$ cat config.mk
export PLATFORM = sky130hd
export DESIGN_NAME = strobe_bus_slave
export DESIGN_NICKNAME = d
export VERILOG_FILES = /design/src/rtl/sbs_pkg.sv /design/src/rtl/sbs_sync.sv /design/src/rtl/sbs_path.sv /design/src/rtl/strobe_bus_slave.sv
export SDC_FILE = /design/constraint.sdc
export NUM_CORES = 1
export LEC_CHECK = 0
export CAP_MARGIN = 0
export CORE_ASPECT_RATIO = 1.2
export CORE_UTILIZATION = 27
export CTS_BUF_LIST = sky130_fd_sc_hd__clkbuf_4 sky130_fd_sc_hd__clkbuf_8 sky130_fd_sc_hd__clkbuf_16
export DETAILED_ROUTE_END_ITERATION = 7
export PLACE_DENSITY = 0.5
export RECOVER_POWER = 25
export SYNTH_ARGS = -nofsm -noshare
export SYNTH_HDL_FRONTEND = slang
export SYNTH_SLANG_ARGS = --single-unit
$ cat constraint.sdc
create_clock -name clk -period 1.5 [get_ports clk]
set_clock_uncertainty 0.05 [all_clocks]
set_input_delay 0.225 -clock clk [delete_from_list [all_inputs] [get_ports clk]]
set_output_delay 0.225 -clock clk [all_outputs]
set_load 0.05 [all_outputs]
$ cat src/rtl/sbs_pkg.sv
package sbs_pkg;

    // Which side of the bus a latch path serves.
    typedef enum logic {
        PATH_WR = 1'b0,
        PATH_RD = 1'b1
    } path_kind_e;

endpackage

$ cat src/rtl/sbs_sync.sv
module sbs_sync #(
    parameter int STAGES = 2
) (
    input  logic clk,
    input  logic rst,
    input  logic async_i,
    output logic rise_o
);
    localparam int DEPTH = STAGES + 1;   // synchronizer stages plus one history bit

    logic [DEPTH-1:0] sh_d, sh_q;

    always_comb begin
        sh_d = {sh_q[DEPTH-2:0], async_i};
    end

    always_ff @(negedge clk) begin
        if (rst) sh_q <= '0;
        else     sh_q <= sh_d;
    end

    assign rise_o = sh_q[STAGES-1] & ~sh_q[STAGES];

    // a level held high yields a single event
    a_r10_single_rise: assert property (@(negedge clk) disable iff (rst)
        rise_o |=> !rise_o);

endmodule

$ cat src/rtl/sbs_path.sv
module sbs_path
    import sbs_pkg::*;
#(
    parameter int         AW   = 4,
    parameter int         DW   = 8,
    parameter path_kind_e KIND = PATH_WR
) (
    input  logic          clk,
    input  logic          rst,
    input  logic          start_i,
    input  logic [AW-1:0] addr_i,
    input  logic [DW-1:0] wdata_i,
    input  logic [DW-1:0] late_i,
    input  logic          go_ok_i,
    output logic          pulse_o,
    output logic [AW-1:0] addr_o,
    output logic [DW-1:0] data_o,
    output logic          busy_nx_o,
    output logic          hold_o
);
    // Read paths load data after issuing their pulse; write paths at capture.
    localparam bit LATE = (KIND == PATH_RD);

    typedef struct packed {
        logic [AW-1:0] addr;
        logic [DW-1:0] data;
        logic          pend;
        logic          defer;
        logic          pulse;
    } st_t;

    st_t  s_d, s_q;
    logic take;

    always_comb begin
        s_d       = s_q;
        s_d.pulse = 1'b0;
        take      = (start_i | s_q.defer) & ~s_q.pend;

        if (LATE && s_q.pulse) s_d.data = late_i;

        if (s_q.pend && go_ok_i) begin
            s_d.pend  = 1'b0;
            s_d.pulse = 1'b1;
        end

        if (start_i && s_q.pend) s_d.defer = 1'b1;

        if (take) begin
            s_d.addr  = addr_i;
            if (!LATE) s_d.data = wdata_i;
            s_d.defer = 1'b0;
            s_d.pulse = go_ok_i;
            s_d.pend  = ~go_ok_i;
        end
    end

    always_ff @(negedge clk) begin
        if (rst) s_q <= '0;
        else     s_q <= s_d;
    end

    assign pulse_o   = s_q.pulse;
    assign addr_o    = s_q.addr;
    assign data_o    = s_q.data;
    assign busy_nx_o = s_d.pend | s_d.defer;
    assign hold_o    = s_q.pend | s_q.defer;

    // a pulse is only issued while the buffer reported ready
    a_r5_pulse_needs_ok: assert property (@(negedge clk) disable iff (rst)
        pulse_o |-> $past(go_ok_i));

    // a waiting access keeps its address
    a_r5_addr_held: assert property (@(negedge clk) disable iff (rst)
        (s_q.pend && $past(s_q.pend)) |-> $stable(s_q.addr));

endmodule

$ cat src/rtl/strobe_bus_slave.sv
module strobe_bus_slave
    import sbs_pkg::*;
#(
    parameter int AW          = 4,
    parameter int DW          = 8,
    parameter int SYNC_STAGES = 2
) (
    input  logic          clk,
    input  logic          rst,
    input  logic          host_stb,
    input  logic          host_rnw,
    input  logic [AW-1:0] host_addr,
    input  logic [DW-1:0] host_wdata,
    output logic [DW-1:0] host_rdata,
    output logic          host_rdy,
    input  logic          wr_buf_ok,
    input  logic          rd_buf_ok,
    output logic          wr_pulse,
    output logic [AW-1:0] wr_addr,
    output logic [DW-1:0] wr_data,
    output logic          rd_pulse,
    output logic [AW-1:0] rd_addr,
    input  logic [DW-1:0] rd_data_in
);
    typedef struct packed {
        logic rdy;
    } top_st_t;

    top_st_t t_d, t_q;

    logic          rise;
    logic          wr_busy_nx, rd_busy_nx;
    logic          wr_hold, rd_hold;
    logic [DW-1:0] wr_unused_late;
    logic [AW-1:0] rd_addr_w;
    logic [DW-1:0] rd_data_w;

    assign wr_unused_late = '0;

    sbs_sync #(.STAGES(SYNC_STAGES)) u_sync (
        .clk     (clk),
        .rst     (rst),
        .async_i (host_stb),
        .rise_o  (rise)
    );

    sbs_path #(.AW(AW), .DW(DW), .KIND(PATH_WR)) u_wr (
        .clk       (clk),
        .rst       (rst),
        .start_i   (rise & ~host_rnw),
        .addr_i    (host_addr),
        .wdata_i   (host_wdata),
        .late_i    (wr_unused_late),
        .go_ok_i   (wr_buf_ok),
        .pulse_o   (wr_pulse),
        .addr_o    (wr_addr),
        .data_o    (wr_data),
        .busy_nx_o (wr_busy_nx),
        .hold_o    (wr_hold)
    );

    sbs_path #(.AW(AW), .DW(DW), .KIND(PATH_RD)) u_rd (
        .clk       (clk),
        .rst       (rst),
        .start_i   (rise & host_rnw),
        .addr_i    (host_addr),
        .wdata_i   (host_wdata),
        .late_i    (rd_data_in),
        .go_ok_i   (rd_buf_ok),
        .pulse_o   (rd_pulse),
        .addr_o    (rd_addr_w),
        .data_o    (rd_data_w),
        .busy_nx_o (rd_busy_nx),
        .hold_o    (rd_hold)
    );

    always_comb begin
        t_d     = t_q;
        t_d.rdy = ~(wr_busy_nx | rd_busy_nx);
    end

    always_ff @(negedge clk) begin
        if (rst) t_q <= '0;
        else     t_q <= t_d;
    end

    assign host_rdy   = t_q.rdy;
    assign rd_addr    = rd_addr_w;
    assign host_rdata = rd_data_w;

    // handshake low whenever a path holds work
    a_r6_rdy_low_when_held: assert property (@(negedge clk) disable iff (rst)
        (wr_hold | rd_hold) |-> !host_rdy);

    // read latch only moves on the edge after a read pulse
    a_r4_rdata_only_after_pulse: assert property (@(negedge clk) disable iff (rst)
        !$past(rd_pulse) |-> $stable(host_rdata));

endmodule

==> run summary, run 1 <==
In this run the power spent charging and discharging nets is 0.0007111 W. The internal power of the cells totals 0.001716 W. The number of nets in the finished design was 257. For the worst-skew pair, the clock arrives at the later sink with an insertion delay of 0.35 ns. Setup repair after global routing could not meet its margin everywhere. The number of enable flip-flop cells after synthesis came out at 0.

During synthesis, Yosys emitted a total of 0 warnings. In this run, post-CTS hold repair placed 0 buffers. For the instance count of the mapped netlist, the log shows 154. The count of buffer and inverter cells on the critical path is 1, and the starting utilization of the core area is 28.60%. Of the total power, combinational logic draws 12.1%. The share of synthesized flip-flops with an asynchronous set or reset was 0%. The root buffer cell chosen for the clock tree is sky130_fd_sc_hd__clkbuf_8. The cell taking the most area after synthesis was sky130_fd_sc_hd__dfxtp_1. The logs give -14.31 ns for the total negative setup slack and 0 for the number of antenna-violating nets in the routed design. The number of antenna diodes in the final layout is 0.

The worst setup slack after layout was -0.3677 ns. The tools report the relative contribution of the clock network to total power as 48.8%. The synthesized design contains 34 register bits. By area the synthesized netlist is led by sky130_fd_sc_hd__dfxtp_1 (44%), sky130_fd_sc_hd__mux2i_1 (16%), sky130_fd_sc_hd__nand2b_1 (12%). For the pin with the worst max-slew slack, the measured transition is 0.3576 ns.

The run gives 1406 as the number of global-route vias before repair. The endpoint class of the critical path is an output pin. The via count was 1288.

In this design, the largest share of critical-path delay is due to flip-flops. In this run the tool buffered the top-level ports with 52 buffer cells. Dividing the detail-routed wire length by the instance count gives 12.27 um.

The number of fillers in the final layout is 511. The mean post-synth cell area is 10.04 um2. Switching power share of the total: 29.30%. In this run, distinct cell masters in the synthesized netlist total 24. Entering global routing, the biggest net connects 23 pins. Hold violation total from the final report: 0.

TritonCTS built the clock tree. After detailed routing, the number of remaining DRC violations is 5. In this run the standard cell core region covers 5406 um2. The detailed-routing iteration count for the pre-antenna-repair pass was 8; the post-placement setup slack was -0.9480 ns.

In the synthesized netlist the dominant register cell turns out to be sky130_fd_sc_hd__dfxtp_1. The share of the synthesized area in the top cell type was 44.01%. In this run the worst hold path is classified as flop to flop. For this design, the slowest cell found on the critical path is sky130_fd_sc_hd__dfxtp_2. The tools report the total of endpoints with negative setup slack in the final report as 52. Most frequently used cell type in the post-synthesis netlist: sky130_fd_sc_hd__dfxtp_1. The number of antenna violations at the first check in global routing was 0.

The tool flagged a number of max-cap violations equal to 0. The detailed router finished its first iteration with 34 violations. The maximum number of buffers from clock root to sink came out at 2. 53 I/O pins were placed. The worst setup path is of the flop to output pin kind.

For this run, the total global-route usage over all layers was measured as 12.70%. The tools report the clock sink count as 34. VDD sags by at most 0.4250 mV. The post-detailed-placement half-perimeter wirelength was 2.243 mm. The horizontal extent of the die is 71.09 um, and the wire length of the first global-routing pass is 5.830 mm. The global placement routability congestion was 0.6892.

The tools report the critical path launch point type as a flop. The commonest cells after synthesis are sky130_fd_sc_hd__dfxtp_1 (34), sky130_fd_sc_hd__nand2b_1 (30), sky130_fd_sc_hd__buf_4 (24), sky130_fd_sc_hd__mux2i_1 (24), sky130_fd_sc_hd__nor2_1 (11). The residual overflow from global routing was 0. In the routed layout, each cell is associated on average with a via count of 4.381. Registers are responsible for 39.0% of the overall power.

The run gives 1546 um2 as the synthesized cell area. The clock-pin transition on the worst setup and hold timing paths is 0.04 ns. The post-synth net total is 180. The final reports fail on design-rule violations, negative setup slack. Measured against its own limit, the worst slew margin works out to 76.16%.

The H-tree was split into 2 levels. The die is 84.91 um tall. For this design the ratio of total power to cell area is 901.2 nW/um2. The run gives 1.152 nW as the static leakage. The count of standard-cell rows was 29; the biggest cell delay along the critical path was 0.35 ns. Walking the worst path, the cells encountered are buf_12. STA puts the critical path data required time at 1.22 ns. The largest fanout on the critical path was 2; the max-slew violation count was 0. The run finished, with violations left.

The sequential area share after synthesis is 44.01%. The worst endpoint data arrival time was 1.59 ns; the number of buffers added by the clock tree synthesis step was 5. Wires add up to 3.607 mm.

For the overall die area, the log shows 6035 um2. In the final layout, the share of cells above drive strength 1 is 39.66%. From synthesis to final layout, the design area changed by 74.11%.
cell type report:
cell class                 instances  area [um2]  area share [%]
sequential                        34       719.4           26.72
multi-input combinational         86       684.4           25.42
clock inverter                    37       171.4           6.366
clock buffer                       5       68.82           2.556
timing repair buffer              68       963.4           35.78
inverter                           2       7.507          0.2788
tap                               62       77.57           2.881
registers in the layout, indices dropped and copies added, names as in the netlist:
| name | count |
|---|---|
| u_sync.sh_q | 3 |
| u_wr.data_o | 8 |
| u_rd.pulse_o | 1 |
| u_wr.s_q | 2 |
| u_rd.data_o | 8 |
| u_wr.pulse_o | 1 |
| u_rd.s_q | 2 |
| u_rd.addr_o | 4 |
| host_rdy | 1 |
| u_wr.addr_o | 4 |
cells in the final DEF (no fill, tap or decap), types with 2 or more instances in the layout:
master | synthesis | layout
sky130_fd_sc_hd__clkbuf_8 | 0 | 5
sky130_fd_sc_hd__buf_12 | 1 | 29
sky130_fd_sc_hd__nand2b_1 | 30 | 30
sky130_fd_sc_hd__mux2i_1 | 24 | 24
sky130_fd_sc_hd__inv_1 | 3 | 36
sky130_fd_sc_hd__clkdlybuf4s50_1 | 0 | 21
sky130_fd_sc_hd__a211oi_2 | 0 | 2
sky130_fd_sc_hd__nor2b_1 | 3 | 3
sky130_fd_sc_hd__dfxtp_4 | 0 | 2
sky130_fd_sc_hd__buf_6 | 0 | 4
sky130_fd_sc_hd__dfxtp_2 | 0 | 25
sky130_fd_sc_hd__nor2_1 | 11 | 11
sky130_fd_sc_hd__dlygate4sd2_1 | 0 | 2
sky130_fd_sc_hd__buf_4 | 24 | 9
sky130_fd_sc_hd__dfxtp_1 | 34 | 7
sky130_fd_sc_hd__nor3b_2 | 0 | 2
per-stage QoR:
stage	instance area, um2	util (%)	hold WS, ns	instances	total power, W
6_report	2693	49.80	0.3875	294	0.002427
5_1_grt	2693	49.80	0.4182	294	0.002632
4_1_cts	2690	49.76	0.4001	292	0.002513
3_5_place_dp	2317	42.86	0.3905	247	0.001381
3_3_place_gp	2317	42.86	0.3752	247	0.001375
2_1_floorplan	1689	-	0.3638	154	0.001250
repair_timing:
action	in CTS	in global routing
pin swaps	4	5
hold endpoints to repair	0	0
gates resized for setup	44	5
buffers inserted	3	3
setup endpoints to repair	61	48
gates cloned	2	0
path summary, 6_finish.rpt:
| kind | slack (ns) | from | to | cells past startpoint |
|---|---|---|---|---|
| max | -0.37 | u_wr.data_o[3] | wr_data[3] | 1 |
| min | 0.39 | u_sync.sh_q[0] | u_sync.sh_q[1] | 1 |
| max reg2reg | 0.03 | u_sync.sh_q[1] | u_wr.data_o[6] | 4 |
| min reg2reg | 0.39 | u_sync.sh_q[0] | u_sync.sh_q[1] | 1 |
kinds of logic after synthesis:
group / share of synthesized area, %
AOI/OAI and AO/OA: 4.531
buffers and inverters: 15.21
DFF: 44.01
muxes: 15.53
and+or+nand+nor: 20.71
per-layer routing:
metal / part of all wire (%) / vias to the layer above / GRT usage (%)
met3: 7.3 / 4 / 8.076
li1: - / 632 / -
met1: 35 / 607 / 10.35
met5: 0 / - / 0
met4: 1.0 / 0 / 8.545
met2: 57 / 45 / 22.20
power by group through the flow:
stage	sequential (W)	combinational [W]	clock (W)
floorplan	0.000961	0.000146	0.000143
global placement	0.000959	0.000273	0.000143
detailed placement	0.000961	0.000278	0.000143
CTS	0.000950	0.000303	0.00126
global route	0.000946	0.000311	0.00137
finish	0.000948	0.000294	0.00119
No activity file was read; power rests on OpenSTA's default activity.
==> run 2, diff against run 1 <==
--- a/config.mk
+++ b/config.mk
@@ -5,10 +5,10 @@
 export SDC_FILE = /design/constraint.sdc
 export NUM_CORES = 1
 export LEC_CHECK = 0
-export CAP_MARGIN = 0
-export CORE_ASPECT_RATIO = 1.2
+export CORE_ASPECT_RATIO = 0.7
 export CORE_UTILIZATION = 27
 export CTS_BUF_LIST = sky130_fd_sc_hd__clkbuf_4 sky130_fd_sc_hd__clkbuf_8 sky130_fd_sc_hd__clkbuf_16
+export CTS_CLUSTER_DIAMETER = 60
 export DETAILED_ROUTE_END_ITERATION = 7
 export PLACE_DENSITY = 0.5
 export RECOVER_POWER = 25
==> run 2 against run 1 <==
Effect of this change:
- the flow finishes with violations (negative setup slack)
- via count decreased by 0.54%
- count of clock-buffer cells in the layout unchanged
- final cell count increased by 5.4%
- combinational power increased by 6%
- global-route usage increased by 0.95 points
- core utilization increased by 1.2 points
- clock power decreased by 16%
- routed wire length increased by 2.2%
- critical path type unchanged
- highest routed layer unchanged
==> run summary, run 2 (same netlist as run 1, synthesis figures left out) <==
The required time of the worst setup path is 1.22 ns (about the same), and the via count is 1281 (was 1288). The wire length per cell after detailed routing works out to 11.89 um (was 12.27 um). The critical path start-end classification was flop to output pin (unchanged). The critical hold path startpoint is u_sync.sh_q[0] (unchanged). The logs give 491 (was 511) for the number of fillers in the final layout and 2 (unchanged) for the maximum number of buffers from clock root to sink.

The tools report the net switching power of the design as 0.0007072 W (was 0.0007111 W). The violation count after the first detailed-route iteration was 45 (was 34). The run gives 0 (unchanged) as the hold violation total from the final report. Clock sink count: 34 (unchanged).

The critical register-to-register path endpoint is u_wr.data_o[1] (was u_wr.data_o[6]). The run gives 0.8082 (was 0.6892) as the global placement routability congestion. The tools report the worst setup slack after layout as -0.3678 ns (was -0.3677 ns). The most frequent standard cell in the layout excluding fill and tap cells is sky130_fd_sc_hd__inv_1 (unchanged). Cells traversed along the worst timing path: buf_12 (unchanged). The detailed-routing iteration count for the pre-antenna-repair pass was 4 (was 8). The peak supply drop is 0.3916 mV (was 0.4250 mV), and the core footprint is 5368 um2 (was 5406 um2). The number of nets in the finished design is 263 (was 257).

For the pin count of the biggest net entering global routing, the log shows 21 (was 23). The critical path launch point type was a flop (unchanged). The number of H-tree levels was 2 (unchanged); the residual overflow from global routing was 0 (unchanged). The cell class contributing the biggest share of worst-path delay is flip-flops (unchanged). The sequential cell area in the final layout was 714.4 um2 (was 719.4 um2); the number of input and output port buffers inserted was 52 (unchanged).

The clock-pin transition on the worst setup and hold timing paths came out at 0.05 ns (was 0.04 ns). For the internal power contribution, the log shows 0.001551 W (was 0.001716 W). The tools report the endpoint class of the critical path as an output pin (unchanged).

The static leakage was 1.177 nW (was 1.152 nW); the clock latency at the later pin of the worst-skew pair was 0.34 ns (was 0.35 ns). The startpoint of the lowest-slack register-to-register path is u_sync.sh_q[1] (unchanged). The logs give 75.36% (was 76.16%) for the normalized max-slew margin and 6039 um2 (was 6035 um2) for the overall die area. The run gives 42.1% (was 39.0%) as the part of the power in registers. For the number of antenna violations at the first check in global routing, the log shows 0 (unchanged). The logs give 0 (was 5) for the detailed-route DRC error count and 28.81% (was 28.60%) for the starting utilization of the core area. The total negative setup slack is -14.01 ns (was -14.31 ns). The largest fanout on the critical path was 2 (unchanged). The number of max-capacitance violations reported was 0 (unchanged). TritonCTS built the clock tree. Most used cells in the layout excluding fill and tap cells: sky130_fd_sc_hd__inv_1 (36), sky130_fd_sc_hd__nand2b_1 (30), sky130_fd_sc_hd__buf_12 (28), sky130_fd_sc_hd__dfxtp_2 (27), sky130_fd_sc_hd__mux2i_1 (24) (was sky130_fd_sc_hd__inv_1 (36), sky130_fd_sc_hd__nand2b_1 (30), sky130_fd_sc_hd__buf_12 (29), sky130_fd_sc_hd__dfxtp_2 (25), sky130_fd_sc_hd__mux2i_1 (24)).

The number of cells on the worst hold path was 1 (unchanged); the sum of internal, switching and leakage power was 0.002258 W (was 0.002427 W). The run finished, with violations left. The switching power share of the total works out to 31.32% (was 29.30%). The max-slew violation count is 0 (unchanged). The number of antenna-violating nets in the routed design is 0 (unchanged).

The path type of the worst min-delay path is flop to flop (unchanged). The biggest cell delay along the critical path was 0.35 ns (about the same); the relative contribution of combinational cells to total power was 13.8% (was 12.1%). The total power per unit cell area is 824.1 nW/um2 (was 901.2 nW/um2), and the relative contribution of the clock network to total power is 44.1% (was 48.8%). Worst-case reg-to-reg path depth: 4 (unchanged). The all-layer global routing usage is 13.65% (was 12.70%), and the share of post-route cells with drive strength above 1 is 42.02% (was 39.66%). The tools report the wire length of the first global-routing pass as 6.320 mm (was 5.830 mm). Cell at the root of the clock tree: sky130_fd_sc_hd__clkbuf_8 (unchanged). The layout overhead on the synthesized area was 77.18% (was 74.11%).

Count of standard-cell rows: 22 (was 29). Cell with the biggest individual delay on the critical path: sky130_fd_sc_hd__dfxtp_2 (unchanged). The footprint of the multi-input gates was 705.7 um2 (was 684.4 um2).

The tools report the number of global-route vias before repair as 1505 (was 1406). The tools report the endpoint of the worst hold-timing path as u_sync.sh_q[1] (unchanged). The worst endpoint data arrival time was 1.59 ns (about the same).

Setup repair after global routing could not meet its margin everywhere. The total of endpoints with negative setup slack in the final report is 51 (was 52). The horizontal extent of the die works out to 92.46 um (was 71.09 um). Number of antenna repair diodes: 0 (unchanged). For the number of buffers added by the clock tree synthesis step, the log shows 5 (unchanged).

Number of placed I/O pins: 53 (unchanged). The logs give 3.687 mm (was 3.607 mm) for the final routed wirelength across all metal layers and -0.9607 ns (was -0.9480 ns) for the post-placement setup slack. Failing checks: negative setup slack (was design-rule violations, negative setup slack). The worst-case register-to-register setup slack came out at 0.07 ns (was 0.03 ns).

The count of buffer and inverter cells on the critical path was 1 (unchanged); the detail-routed via count per cell was 4.132 (was 4.381). The transition time at the pin with the least slew margin was 0.3682 ns (was 0.3576 ns). The height of the die was 65.32 um (was 84.91 um); the post-detailed-placement half-perimeter wirelength was 2.362 mm (was 2.243 mm).
run 2: layer usage:
metal  up-vias  part of all wire (%)  track usage, %  wire length (um)
li1        643                     -               -                 -
met1       592                    42           14.00              1550
met2        38                    49           22.41              1818
met3         8                   6.8           6.713               251
met4         0                   1.8           8.789                68
met5         -                     0               0                 0
run 2: worst max-delay path by stage:
stage | startpoint | to | slack, ns | cells past startpoint
finish | u_rd.addr_o[3] | rd_addr[3] | -0.37 | 1
global route | u_rd.addr_o[2] | rd_addr[2] | -0.41 | 1
CTS | u_rd.addr_o[2] | rd_addr[2] | -0.38 | 1
detailed placement | host_rnw | u_wr.data_o[2] | -0.96 | 5
global placement | host_rnw | u_wr.data_o[4] | -0.91 | 5
floorplan | host_rnw | u_wr.addr_o[0] | -0.50 | 4
run 2: layout make-up:
class | instances | share of cell area, %
clock inverters | 37 | 5.205
repair buffers | 74 | 36.89
well taps | 72 | 3.288
clock buffers | 5 | 2.511
flip-flops and latches | 34 | 26.07
inverters | 2 | 0.2740
multi-input cells | 86 | 25.75
run 2: per-stage QoR:
step           hold slack [ns]  cell area [um2]  instances  util [%]
6_report                0.3898             2740        310     51.05
5_1_grt                 0.4111             2740        310     51.05
4_1_cts                 0.3986             2743        308     51.10
3_5_place_dp            0.3806             2352        260     43.82
3_3_place_gp            0.3721             2352        260     43.82
2_1_floorplan           0.3638             1689        154         -
run 2: what timing repair did:
action                                  CTS  global route
cloned                                    2             0
endpoints found under the setup margin   61            50
gates resized for setup                  48             5
hold buffers                              0             0
buffers inserted                          5             5
hold endpoints to repair                  0             0
pin swaps                                 5             4
run 2: power by group through the flow:
stage	clock [W]	combinational [W]	sequential [W]
2_1_floorplan	0.000143	0.000146	0.000961
3_3_place_gp	0.000143	0.000278	0.000960
3_5_place_dp	0.000143	0.000283	0.000960
4_1_cts	0.00104	0.000317	0.000950
5_1_grt	0.00117	0.000332	0.000950
6_report	0.000995	0.000313	0.000950
